[config.mk]
export PLATFORM = sky130hd
export DESIGN_NAME = dual_timer_flags
export DESIGN_NICKNAME = d
export VERILOG_FILES = /design/src/rtl/dtf_pkg.sv /design/src/rtl/dtf_counter.sv /design/src/rtl/dtf_flag.sv /design/src/rtl/dual_timer_flags.sv
export SDC_FILE = /design/constraint.sdc
export NUM_CORES = 1
export LEC_CHECK = 0
export ABC_AREA = 1
export BUFFER_PORTS_ARGS = -buffer_cell sky130_fd_sc_hd__buf_2
export CORE_MARGIN = 10
export CORE_UTILIZATION = 30
export DETAILED_ROUTE_END_ITERATION = 7
export PLACE_DENSITY = 0.53
export SYNTH_ARGS = -nofsm -noshare
export SYNTH_HDL_FRONTEND = slang
export SYNTH_SLANG_ARGS = --single-unit
[constraint.sdc]
create_clock -name clk_i -period 1.6 [get_ports clk_i]
set_input_delay 0.08 -clock clk_i [delete_from_list [all_inputs] [get_ports clk_i]]
set_output_delay 0.08 -clock clk_i [all_outputs]
set_load 0.01 [all_outputs]
[src/rtl/dtf_pkg.sv]
package dtf_pkg;
  typedef enum logic [2:0] {
    A_STAT   = 3'd0,
    A_CMP_HI = 3'd1,
    A_CMP_LO = 3'd2,
    A_CNT_HI = 3'd3,
    A_CNT_LO = 3'd4
  } dtf_addr_e;

  // bit offsets inside one half's nibble of the status byte
  localparam int unsigned BIT_CS  = 0;
  localparam int unsigned BIT_IE  = 1;
  localparam int unsigned BIT_CMF = 2;
  localparam int unsigned BIT_OVF = 3;
  localparam int unsigned HALF_W  = 4;
  localparam int unsigned N_HALF  = 2;
endpackage

[src/rtl/dtf_counter.sv]
module dtf_counter #(
  parameter int unsigned CNT_W   = 8,
  parameter logic [CNT_W-1:0] CMP_RST = '1
) (
  input  logic             clk_i,
  input  logic             rst_ni,
  input  logic             en_i,
  input  logic             clr_sel_i,
  input  logic             cmp_we_i,
  input  logic [CNT_W-1:0] cmp_wdata_i,
  output logic [CNT_W-1:0] cnt_o,
  output logic [CNT_W-1:0] cmp_o,
  output logic             match_evt_o,
  output logic             ovf_evt_o
);
  logic [CNT_W-1:0] cnt_q, cmp_q;
  logic             match;

  assign match       = (cnt_q == cmp_q);
  assign match_evt_o = en_i & match;
  assign ovf_evt_o   = en_i & (&cnt_q);

  always_ff @(posedge clk_i or negedge rst_ni) begin
    if (!rst_ni) begin
      cnt_q <= '0;
    end else if (en_i) begin
      cnt_q <= (clr_sel_i && match) ? '0 : cnt_q + 1'b1;
    end
  end

  always_ff @(posedge clk_i or negedge rst_ni) begin
    if (!rst_ni)       cmp_q <= CMP_RST;
    else if (cmp_we_i) cmp_q <= cmp_wdata_i;
  end

  assign cnt_o = cnt_q;
  assign cmp_o = cmp_q;
endmodule

[src/rtl/dtf_flag.sv]
module dtf_flag (
  input  logic clk_i,
  input  logic rst_ni,
  input  logic set_i,
  input  logic rd_i,
  input  logic wr_i,
  input  logic wbit_i,
  output logic flag_o,
  output logic arm_o
);
  logic flag_q, arm_q, clr;

  assign clr = wr_i & ~wbit_i & arm_q;

  always_ff @(posedge clk_i or negedge rst_ni) begin
    if (!rst_ni) begin
      flag_q <= 1'b0;
      arm_q  <= 1'b0;
    end else begin
      flag_q <= set_i | (flag_q & ~clr);   // hardware set wins
      if (wr_i)                arm_q <= 1'b0;
      else if (rd_i && flag_q) arm_q <= 1'b1;
    end
  end

  assign flag_o = flag_q;
  assign arm_o  = arm_q;
endmodule

[src/rtl/dual_timer_flags.sv]
module dual_timer_flags
  import dtf_pkg::*;
#(
  parameter int unsigned CNT_W   = 8,
  parameter logic [CNT_W-1:0] CMP_RST = '1
) (
  input  logic             clk_i,
  input  logic             rst_ni,
  input  logic             bus_sel_i,
  input  logic             bus_we_i,
  input  logic [2:0]       bus_addr_i,
  input  logic [CNT_W-1:0] bus_wdata_i,
  output logic [CNT_W-1:0] bus_rdata_o,
  input  logic             cnt_en_hi_i,
  input  logic             cnt_en_lo_i,
  output logic             irq_ovf_hi_o,
  output logic             irq_ovf_lo_o
);
  localparam int unsigned STAT_W = N_HALF * HALF_W;

  logic                          stat_wr, stat_rd;
  logic [N_HALF-1:0]             en, ie_q, cs_q;
  logic [N_HALF-1:0]             ovf_f, cmp_f, ovf_arm, cmp_arm, ovf_evt, match_evt;
  logic [N_HALF-1:0][CNT_W-1:0]  cnt, cmp;
  logic [STAT_W-1:0]             stat;

  assign stat_wr = bus_sel_i &  bus_we_i & (bus_addr_i == A_STAT);
  assign stat_rd = bus_sel_i & ~bus_we_i & (bus_addr_i == A_STAT);
  assign en      = {cnt_en_hi_i, cnt_en_lo_i};

  for (genvar h = 0; h < N_HALF; h++) begin : g_half
    localparam int unsigned B = h * HALF_W;
    localparam logic [2:0] CMP_ADDR = (h == 1) ? A_CMP_HI : A_CMP_LO;

    dtf_counter #(.CNT_W(CNT_W), .CMP_RST(CMP_RST)) i_cnt (
      .clk_i       (clk_i),
      .rst_ni      (rst_ni),
      .en_i        (en[h]),
      .clr_sel_i   (cs_q[h]),
      .cmp_we_i    (bus_sel_i & bus_we_i & (bus_addr_i == CMP_ADDR)),
      .cmp_wdata_i (bus_wdata_i),
      .cnt_o       (cnt[h]),
      .cmp_o       (cmp[h]),
      .match_evt_o (match_evt[h]),
      .ovf_evt_o   (ovf_evt[h])
    );

    dtf_flag i_ovf (
      .clk_i (clk_i), .rst_ni (rst_ni), .set_i (ovf_evt[h]),
      .rd_i  (stat_rd), .wr_i (stat_wr), .wbit_i (bus_wdata_i[B+BIT_OVF]),
      .flag_o (ovf_f[h]), .arm_o (ovf_arm[h])
    );

    dtf_flag i_cmf (
      .clk_i (clk_i), .rst_ni (rst_ni), .set_i (match_evt[h]),
      .rd_i  (stat_rd), .wr_i (stat_wr), .wbit_i (bus_wdata_i[B+BIT_CMF]),
      .flag_o (cmp_f[h]), .arm_o (cmp_arm[h])
    );

    always_ff @(posedge clk_i or negedge rst_ni) begin
      if (!rst_ni) begin
        ie_q[h] <= 1'b0;
        cs_q[h] <= 1'b0;
      end else if (stat_wr) begin
        ie_q[h] <= bus_wdata_i[B+BIT_IE];
        cs_q[h] <= bus_wdata_i[B+BIT_CS];
      end
    end

    assign stat[B+BIT_OVF] = ovf_f[h];
    assign stat[B+BIT_CMF] = cmp_f[h];
    assign stat[B+BIT_IE]  = ie_q[h];
    assign stat[B+BIT_CS]  = cs_q[h];
  end

  always_comb begin
    unique case (bus_addr_i)
      A_STAT:   bus_rdata_o = CNT_W'(stat);
      A_CMP_HI: bus_rdata_o = cmp[1];
      A_CMP_LO: bus_rdata_o = cmp[0];
      A_CNT_HI: bus_rdata_o = cnt[1];
      A_CNT_LO: bus_rdata_o = cnt[0];
      default:  bus_rdata_o = '0;
    endcase
  end

  assign irq_ovf_hi_o = ovf_f[1] & ie_q[1];
  assign irq_ovf_lo_o = ovf_f[0] & ie_q[0];
endmodule

==> results.md, run 1 <==
* Bufs and invs on worst path at 2
* DR vias at approximately 2200
* Post-synth ARST share at 1.00
* Critical R2R Launch: g_half[1].i_cnt.cmp_o[7]$_DFFE_PN1P_
* Leak at 1.42 nW
* Core Region at around 0.008 sq mm
* Hold Crit Depth at 3
* Post-DP HPWL at 5160 um
* Fmax at 0.668 GHz
* Chip Height at 112 um
* Clock transition at path regs at 0.08 ns
* Chip width at 112 um
* Synthesized area per cell at 7.67 sq um
* Net Sw Frac at 0.382
* Grt met3 use at 0.0247
* FF-to-FF End: g_half[1].i_cnt.cnt_o[3]$_DFFE_PN0P_
* Max stage delay on crit path at between 0.5 and 0.6 ns
* CTS root buf: clkbuf_8
* DR iter-0 viols at 155
* Nature of the critical path endpoint: output pin
* Number of clock sinks at 44
* Area growth syn-to-layout at 15.4%
* Cell count of the worst reg-to-reg path at 6
* Reg-to-reg slack, setup at 0.15 ns
* EDFF count, synth at 0
* Slowest cell on the critical path: dfstp_2
* Initial antenna violation count at 0
* CTS tree: done
* Endpoint, Worst Hold: cs_q[0]$_DFFE_PN0N_
* Count of final setup violators at 0
* Period Utilization, post-route at 0.935
* DR vias/cell at 4.57
* Net switching power at 1.45 mW
* Tot GR Track Use at 0.106
* Setup Total Neg Slack at 0 ns
* Sequential share of the synthesized area at 0.442
* Wirelength per Cell at 13.5 um
* Post-layout min period at 1.50 ns
* First-pass GRT wire length at between 10000 and 15000 um
* Critical Path Start: g_half[1].i_cnt.cmp_o[4]$_DFFE_PN1P_
* Post-route ant nets at 0
* Dominant synthesized flop cell: dfrtp_1
* Pwr dens at 1290 mW/mm^2
* Final net count at 385
* Relative slew slack at 0.610
* Yosys warns at 0
* Critical path startpoint category: flop
* Clock network fraction of total power at 0.196
* Vias in the first global route at ~2200
* Synthesized Nets at 350
* Int Pwr at 2.34 mW
* Comb power frac at 0.318
* Most area-hungry cell type in the Yosys netlist: dfrtp_1
* Hold crit path type: in2reg
* Residual DRC count at 0
* CP delay by family, top: flip-flops
* Status: finished, final reports clean
* Slew Viols, Final at 0
* CTS buffer count at 5
* Worst-path fanout max at 3
* Routing usage on met1 at 0.138
* DRT Wirelength at around 6400 um
* Syn Std Cell Area at between 0.002 and 0.003 sq mm
* Worst-Margin Slew at 0.585 ns
* H-tree depth at 2
* DR pass1 iterations at 4
* Final core utilization at 0.356
* GP Congestion at about 0.8
* Largest net degree at the start of global routing at 25
* Final Hold Violating Endpoints at 0
* Final setup skew at 0.00667 ns
* Synthesis-stage register bit count at 44
* CP cell instances: inv_1 -> o21ai_0 -> nor2_1 -> o21ai_1 -> buf_2
* Starting density of the core at 0.309
* Pwr Total at between 3 and 4 mW
* Required @ worst endpoint at 1.52 ns
* Worst skew pair latency at 0.29 ns
* Hold path start: bus_wdata_i[0]
* CP Class: reg2out
* Routing usage on met2 at 0.175
* IO Port Bufs at 26
* Grt ovf at 0
* Peak supply drop at 704 uV
* Yosys top cell area share at 0.276
* Post-synthesis cell count at about 330
* Arrival time at the worst endpoint at 1.42 ns
* DIE AREA at 0.0125 sq mm
* I/O Pins at 27
* Flop pwr share at 0.486
* Row cnt at 33
* Max Buffers Root-to-Sink at 2
* Antenna Cells at 0
* Share of cells above drive strength 1 at 0.234
* GR peak layer: met2
* Post-CTS setup buffers at 0
* RSZ-0062 raised after global routing: false
* Synth unique cells at 30
* Area contributors post-synth: dfrtp_1 28%, dfstp_2 17%, nand2_1 15%, inv_1 7.2%, nor2_1 4.3%
* Total of max-cap violations at 0
metrics by stage:
step | instance area (sq um) | std cells | hold WS, ns | worst slack (ns)
detailed placement | 2800 | 463 | 0.112 | 0.0502
global route | 2930 | 472 | 0.00906 | 0.0182
finish | 2930 | 472 | 0.00657 | 0.104
global placement | 2800 | 463 | 0.110 | 0.0667
floorplan | 2540 | 331 | -0.216 | 0.342
CTS | 2910 | 472 | 0.00524 | 0.0314
worst max-delay path by stage:
stage | end | slack, ns | depth (start not counted)
6_report | bus_rdata_o[4] | 0.10 | 5
5_1_grt | bus_rdata_o[4] | 0.02 | 5
4_1_cts | g_half[1].i_cnt.cnt_o[6]$_DFFE_PN0P_ | 0.03 | 6
3_5_place_dp | g_half[1].i_cnt.cnt_o[6]$_DFFE_PN0P_ | 0.05 | 6
3_3_place_gp | g_half[1].i_cnt.cnt_o[6]$_DFFE_PN0P_ | 0.07 | 6
2_1_floorplan | g_half[1].i_cnt.cnt_o[2]$_DFFE_PN0P_ | 0.34 | 6
cell usage after synthesis (all sizes together) (2+ instances only):
master and n:
o31ai 2, buf 3, nand2 107, xor2 11, dfstp 16, nand4 2, xnor2 8, o21ai 32
dfrtp 28, ha 2, a21oi 5, nand3 11, inv 55, o22ai 7, nor2 34, nor3 6
power groups by stage:
stage	Clock (mW)	Combinational [mW]	Sequential, mW
detailed placement	0	1.19	1.86
floorplan	0	0.899	1.75
global placement	0	1.18	1.85
finish	0.741	1.20	1.84
global route	0.823	1.42	1.90
CTS	0.769	1.20	1.84
layout make-up:
cell class                 count  area (sq um)
multi-input combinational    229          1200
clock buffer                   6          82.6
tap                          105           131
timing repair buffer          31           170
inverter                      55           206
sequential                    44          1120
fill                         878          5290
clock inverter                 2          15.0
tightest hold or removal path, cell delays in order:
cell and delay, ns:
buf_2 0.09, nand2_1 0.04, o21ai_0 0.06
registers in the layout, summed over array words and instances, names as in the netlist:
signal               count
cs_q                     2
g_half.i_cmf.arm_o       2
g_half.i_cmf.flag_o      2
g_half.i_cnt.cmp_o      16
g_half.i_cnt.cnt_o      16
g_half.i_ovf.arm_o       2
g_half.i_ovf.flag_o      2
ie_q                     2
routing by layer:
metal,part of all wire,vias up
met5,0,-
met4,0.0088,0
met3,0.042,4
met2,0.47,50
met1,0.48,1004
li1,-,1098
cells in the final DEF, fill, tap and decap left out, types with 6 or more instances in the layout:
master / n
xor2_1: 11
o22ai_1: 7
nor2_1: 28
dfstp_2: 16
o21ai_2: 8
nand3_1: 9
buf_2: 26
clkbuf_8: 6
nand2_1: 103
dfrtp_1: 28
inv_2: 6
o21ai_1: 9
xnor2_1: 8
inv_1: 49
o21ai_0: 15
logic make-up after synthesis:
| logic type | after synthesis | share of synthesized area |
|---|---|---|
| simple gates | 161 | 0.273 |
| buf+inv | 58 | 0.0917 |
| compound gates | 47 | 0.118 |
| flops | 44 | 0.442 |
| xor+xnor | 19 | 0.0656 |
| fa+ha+maj | 2 | 0.00986 |
timing repair:
action | CTS | global route
endpoints found under the hold margin | 16 | 0
gates resized for setup | 0 | 5
setup endpoints to repair | 0 | 13
hold buffers | 1 | 0
(Power assumes the default switching activity.)
==> run 2: changes to the inputs <==
- GPL_TIMING_DRIVEN: default -> 0
- RECOVER_POWER: default -> 25
- SLEW_MARGIN: default -> 30
==> results.md, run 2 (synthesis gave the netlist of run 1 again) <==
* Slowest cell on the critical path: dfstp_2 (unchanged)
* Most used cell, CP: o21ai_0
* Worst-Margin Slew at 1.11 ns (was 0.585 ns)
* Status: finished, final reports clean (unchanged)
* Antenna Cells at 0 (unchanged)
* Post-layout min period at 1.47 ns (was 1.50 ns)
* Share of cells above drive strength 1 at 0.229 (was 0.234)
* Post-DP HPWL at 5090 um (was 5160 um)
* Slew Viols, Final at 0 (unchanged)
* Post-Layout Cell Count at 472 (unchanged)
* Most frequent cells in the layout: 103 x nand2_1, 49 x inv_1, 28 x nor2_1, 28 x dfrtp_1, 25 x buf_2 (was 103 x nand2_1, 49 x inv_1, 28 x nor2_1, 28 x dfrtp_1, 26 x buf_2)
* Clock transition at path regs at 0.09 ns (was 0.08 ns)
* Wirelength per Cell at 13.8 um (was 13.5 um)
* CTS root buf: clkbuf_8 (unchanged)
* Critical path startpoint category: flop (unchanged)
* IO Port Bufs at 26 (unchanged)
* Largest net degree at the start of global routing at 45 (was 25)
* Vias in the first global route at 2183 (was 2177)
* Fmax at 0.680 GHz (was 0.668 GHz)
* RSZ-0062 raised after global routing: true (was false)
* Total of max-cap violations at 0 (unchanged)
* Chip Height at 112 um (unchanged)
* CP delay by family, top: flip-flops (unchanged)
* DIE AREA at 0.0125 sq mm (unchanged)
* CTS buffer count at 5 (unchanged)
* Leading cell type in the layout, fill and taps excluded: nand2_1 (unchanged)
* Final hold slack at 0.00362 ns (was 0.00657 ns)
* Hold Crit Depth at 3 (unchanged)
* Count of final setup violators at 0 (unchanged)
* Final Hold Violating Endpoints at 0 (unchanged)
* CP cell instances: inv_1 -> o21ai_0 -> nor2_1 -> o21ai_0 -> buf_2 (was inv_1 -> o21ai_0 -> nor2_1 -> o21ai_1 -> buf_2)
* DRT Wirelength at 6510 um (was 6370 um)
* DR vias at 2119 (was 2156)
* Residual DRC count at 0 (unchanged)
* Worst-path fanout max at 3 (unchanged)
* CP Class: reg2out (unchanged)
* Nature of the critical path endpoint: output pin (unchanged)
* Bufs and invs on worst path at 2 (unchanged)
* Hold crit path type: in2reg (unchanged)
* Placed Cells at 462 (was 463)
* Arrival time at the worst endpoint at 1.39 ns (was 1.42 ns)
* DR iter-0 viols at 86 (was 155)
* Starting density of the core at 0.309 (unchanged)
* Tot GR Track Use at 0.106 (about the same)
* Grt ovf at 0 (unchanged)
* GP Congestion at 0.863 (was 0.807)
* Period Utilization, post-route at 0.919 (was 0.935)
* Final net count at 385 (unchanged)
* Pre-CTS setup slack at 0.00829 ns (was 0.0502 ns)
* Initial antenna violation count at 0 (unchanged)
* DR vias/cell at 4.49 (was 4.57)
* I/O Pins at 27 (unchanged)
* Number of clock sinks at 44 (unchanged)
* Leak at 1.43 nW (was 1.42 nW)
* Core Region at 0.00822 sq mm (unchanged)
* Pwr dens at 1290 mW/mm^2 (about the same)
* Worst skew pair latency at 0.30 ns (was 0.29 ns)
* Post-route ant nets at 0 (unchanged)
* Final setup skew at 0.0118 ns (was 0.00667 ns)
* Peak supply drop at 514 uV (was 704 uV)
* Relative slew slack at 0.258 (was 0.610)
* Final worst-path setup slack at 0.130 ns (was 0.104 ns)
* Fillers at 882 (was 878)
* Chip width at 112 um (unchanged)
* First-pass GRT wire length at 11000 um (was 11200 um)
* DR pass1 iterations at 4 (unchanged)
* Row cnt at 33 (unchanged)
* H-tree depth at 2 (unchanged)
* Max Buffers Root-to-Sink at 2 (unchanged)
* Area growth syn-to-layout at 15.5% (was 15.4%)
* Cell count of the worst reg-to-reg path at 6 (unchanged)
* CTS tree: done (unchanged)
* Worst path depth at 5 (unchanged)
* Max stage delay on crit path at 0.56 ns (was 0.55 ns)
* Required @ worst endpoint at 1.52 ns (about the same)
## run 2: path summary, 6_finish.rpt
path / endpoint / slack [ns] / from
worst max-delay path: bus_rdata_o[0] / 0.13 / g_half[1].i_cnt.cmp_o[0]$_DFFE_PN1P_
worst min-delay path: cs_q[0]$_DFFE_PN0N_ / 0.004 / bus_wdata_i[0]
worst max register to register: g_half[1].i_cnt.cnt_o[7]$_DFFE_PN0P_ / 0.14 / g_half[1].i_cnt.cmp_o[6]$_DFFE_PN1P_
worst min register to register: g_half[1].i_cnt.cmp_o[2]$_DFFE_PN1P_ / 0.49 / g_half[1].i_cnt.cmp_o[2]$_DFFE_PN1P_
max in group asynchronous: g_half[1].i_cmf.arm_o$_DFFE_PN0P_ / 0.38 / rst_ni
min in group asynchronous: g_half[0].i_cnt.cnt_o[1]$_DFFE_PN0P_ / 0.51 / rst_ni
## run 2: area by class of cell
type	count	area, sq um	area share
tap	105	131	0.0448
sequential	44	1120	0.382
multi-input combinational	229	1210	0.411
inverter	55	206	0.0704
buffer	3	26.3	0.00896
clock buffer	8	90.1	0.0307
timing repair buffer	28	150	0.0512
## run 2: timing repair
item,CTS,global route
buffers inserted,0,0
resized for setup,1,5
hold buffers,2,0
setup endpoints to repair,3,13
endpoints found under the hold margin,29,0
## run 2: worst min-delay path, cell delays in order
cell and delay (ns):
buf_2 0.09, nand2_1 0.04, o21ai_0 0.06
## run 2: per-layer routing
layer,up-vias,part of all wire,track usage
met5,-,0,0
met4,0,0.021,0.0406
met3,12,0.034,0.0242
met2,35,0.47,0.171
met1,977,0.47,0.136
li1,1095,-,-
## run 2: report_power, final
part	switching (mW)	internal (mW)	total [mW]	leakage [nW]
sequential	0.343	1.49	1.83	0.509
clock	0.387	0.353	0.740	0.0455
combinational	0.704	0.497	1.20	0.872
total	1.43	2.34	3.77	1.43
## run 2: metrics by stage
step | utilization | total power, mW | setup TNS [ns] | instance area, sq um
2_1_floorplan | - | 2.65 | 0 | 2540
3_3_place_gp | 0.341 | 3.01 | 0 | 2800
3_5_place_dp | 0.341 | 3.04 | 0 | 2800
4_1_cts | 0.355 | 3.80 | 0 | 2920
5_1_grt | 0.357 | 4.12 | -0.00468 | 2930
6_report | 0.357 | 3.77 | 0 | 2930
==> run 3: changes to the inputs <==
- CELL_PAD_IN_SITES_DETAIL_PLACEMENT: default -> 0
- CELL_PAD_IN_SITES_GLOBAL_PLACEMENT: default -> 2
- PLACE_DENSITY: 0.53 -> 0.78
==> results.md, run 3 (synthesis gave the netlist of run 1 again) <==
* Core Region at 0.00822 sq mm (unchanged)
* Status: finished, final reports clean (unchanged)
* Comb power frac at 0.303 (was 0.318)
* CTS tree: done (unchanged)
* Tot GR Track Use at 0.107 (was 0.106)
* Starting density of the core at 0.309 (unchanged)
* Final setup skew at 0.00566 ns (was 0.0118 ns)
* Hold path start: bus_wdata_i[5] (was bus_wdata_i[0])
* Arrival time at the worst endpoint at 1.41 ns (was 1.39 ns)
* Fmax at 0.672 GHz (was 0.680 GHz)
* DR vias/cell at 4.44 (was 4.49)
* Initial antenna violation count at 0 (unchanged)
* Peak supply drop at 487 uV (was 514 uV)
* Worst-Margin Slew at 1.17 ns (was 1.11 ns)
* DRT Wirelength at 6700 um (was 6510 um)
* RSZ-0062 raised after global routing: false (was true)
* Number of clock sinks at 44 (unchanged)
* Pre-CTS setup slack at 0.0315 ns (was 0.00829 ns)
* Area growth syn-to-layout at 16.4% (was 15.5%)
* Post-DP HPWL at 5370 um (was 5090 um)
* Vias in the first global route at 2073 (was 2183)
* First-pass GRT wire length at 11200 um (was 11000 um)
* Slew Viols, Final at 0 (unchanged)
* FF-to-FF End: g_half[1].i_cnt.cnt_o[2]$_DFFE_PN0P_ (was g_half[1].i_cnt.cnt_o[7]$_DFFE_PN0P_)
* Critical path startpoint category: flop (unchanged)
* Bufs and invs on worst path at 2 (unchanged)
* Net switching power at 1.46 mW (was 1.43 mW)
* Hold Crit Depth at 3 (unchanged)
* Max stage delay on crit path at 0.55 ns (was 0.56 ns)
* CP delay by family, top: flip-flops (unchanged)
* Total of max-cap violations at 0 (unchanged)
* Reg-to-reg slack, setup at 0.16 ns (was 0.14 ns)
* Clock network fraction of total power at 0.238 (was 0.196)
* Share of cells above drive strength 1 at 0.232 (was 0.229)
* Worst-path fanout max at 3 (unchanged)
* Post-layout min period at 1.49 ns (was 1.47 ns)
* DR iter-0 viols at 87 (was 86)
* Period Utilization, post-route at 0.930 (was 0.919)
* Leading cell type in the layout, fill and taps excluded: nand2_1 (unchanged)
* Post-CTS setup buffers at 0 (unchanged)
* Flop pwr share at 0.459 (was 0.486)
* Most frequent cells in the layout: 103 x nand2_1, 49 x inv_1, 28 x nor2_1, 28 x dfrtp_1, 25 x buf_2 (unchanged)
* Required @ worst endpoint at 1.52 ns (about the same)
* Slowest cell on the critical path: dfstp_2 (unchanged)
* DR vias at 2093 (was 2119)
* Pwr dens at 1350 mW/mm^2 (was 1290 mW/mm^2)
* Chip Height at 112 um (unchanged)
* Cell count of the worst reg-to-reg path at 6 (unchanged)
* Critical R2R Launch: g_half[1].i_cnt.cmp_o[7]$_DFFE_PN1P_ (was g_half[1].i_cnt.cmp_o[6]$_DFFE_PN1P_)
* GP Congestion at 0.783 (was 0.863)
* Net Sw Frac at 0.365 (was 0.380)
* Most used cell, CP: o21ai_0 (unchanged)
* Setup Total Neg Slack at 0 ns (unchanged)
* Final worst-path setup slack at 0.112 ns (was 0.130 ns)
* IO Port Bufs at 26 (unchanged)
* Largest net degree at the start of global routing at 45 (unchanged)
* Antenna Cells at 0 (unchanged)
* Int Pwr at 2.54 mW (was 2.34 mW)
* CTS root buf: clkbuf_8 (unchanged)
* Post-route ant nets at 0 (unchanged)
* Wirelength per Cell at 14.2 um (was 13.8 um)
* Max Buffers Root-to-Sink at 2 (unchanged)
* CP Class: reg2out (unchanged)
* Relative slew slack at 0.221 (was 0.258)
* H-tree depth at 2 (unchanged)
* Endpoint, Worst Hold: ie_q[1]$_DFFE_PN0N_ (was cs_q[0]$_DFFE_PN0N_)
* Row cnt at 33 (unchanged)
* Chip width at 112 um (unchanged)
* Count of final setup violators at 0 (unchanged)
* Clock transition at path regs at 0.09 ns (about the same)
* Grt ovf at 0 (unchanged)
* Worst skew pair latency at 0.30 ns (about the same)
* DR pass1 iterations at 4 (unchanged)
* CTS buffer count at 5 (unchanged)
* Final Hold Violating Endpoints at 0 (unchanged)
* Hold crit path type: in2reg (unchanged)
* Residual DRC count at 0 (unchanged)
* Final net count at 384 (was 385)
* Leak at 1.44 nW (was 1.43 nW)
* DIE AREA at 0.0125 sq mm (unchanged)
* Nature of the critical path endpoint: output pin (unchanged)
* CP cell instances: inv_1 -> o21ai_0 -> nor2_1 -> o21ai_0 -> buf_2 (unchanged)
* I/O Pins at 27 (unchanged)
-- run 3: how the worst max path moves through the flow --
stage / start / to / slack (ns) / cells past startpoint
floorplan: g_half[1].i_cnt.cmp_o[5]$_DFFE_PN1P_ / g_half[1].i_cnt.cnt_o[2]$_DFFE_PN0P_ / 0.34 / 6
global placement: g_half[0].i_cnt.cmp_o[5]$_DFFE_PN1P_ / g_half[0].i_cnt.cnt_o[7]$_DFFE_PN0P_ / 0.05 / 6
detailed placement: g_half[0].i_cnt.cmp_o[5]$_DFFE_PN1P_ / g_half[0].i_cnt.cnt_o[7]$_DFFE_PN0P_ / 0.03 / 6
CTS: g_half[0].i_cnt.cmp_o[5]$_DFFE_PN1P_ / g_half[0].i_cnt.cnt_o[7]$_DFFE_PN0P_ / 0.02 / 6
global route: g_half[1].i_cnt.cmp_o[5]$_DFFE_PN1P_ / g_half[1].i_cnt.cnt_o[2]$_DFFE_PN0P_ / 0.009 / 6
finish: g_half[1].i_cnt.cmp_o[4]$_DFFE_PN1P_ / bus_rdata_o[4] / 0.11 / 5
-- run 3: power by group through the flow --
stage	Sequential [mW]	Clock [mW]	Combinational, mW
after floorplan	1.75	0	0.899
after global placement	1.85	0	1.19
after detailed placement	1.86	0	1.21
after CTS	1.84	0.970	1.22
after global routing	1.90	1.03	1.40
final	1.83	0.950	1.21
-- run 3: cell type report --
type / instances / area, sq um
Inverter: 55 / 206
Tap cell: 105 / 131
Fill cell: 902 / 5260
Multi-Input combinational cell: 229 / 1200
Buffer: 3 / 26.3
Timing Repair Buffer: 27 / 140
Clock buffer: 7 / 96.3
Sequential cell: 44 / 1120
Clock inverter: 1 / 30.0
-- run 3: stage by stage --
step	instance area, sq um	util	std cells	hold WS (ns)	power [mW]
global placement	2800	0.341	462	0.308	3.04
CTS	2940	0.358	471	0.00688	4.03
global route	2950	0.359	471	0.0230	4.34
detailed placement	2800	0.341	462	0.133	3.07
finish	2950	0.359	471	0.00525	3.99
floorplan	2540	-	331	-0.216	2.65
-- run 3: timing repair --
| item | CTS | global route |
|---|---|---|
| resized for setup | 0 | 4 |
| endpoints found under the setup margin | 0 | 12 |
| hold buffers | 1 | 0 |
| endpoints found under the hold margin | 28 | 0 |
-- run 3: routing by layer --
metal | GRT usage | up-vias | part of all wire
li1 | - | 1090 | -
met1 | 0.146 | 980 | 0.49
met2 | 0.174 | 21 | 0.47
met3 | 0.0215 | 2 | 0.028
met4 | 0.0178 | 0 | 0.0051
met5 | 0 | - | 0
-- run 3: worst min-delay path, stage by stage --
cell and delay, ns:
buf_2 0.09, nand2_1 0.04, o21ai_0 0.06
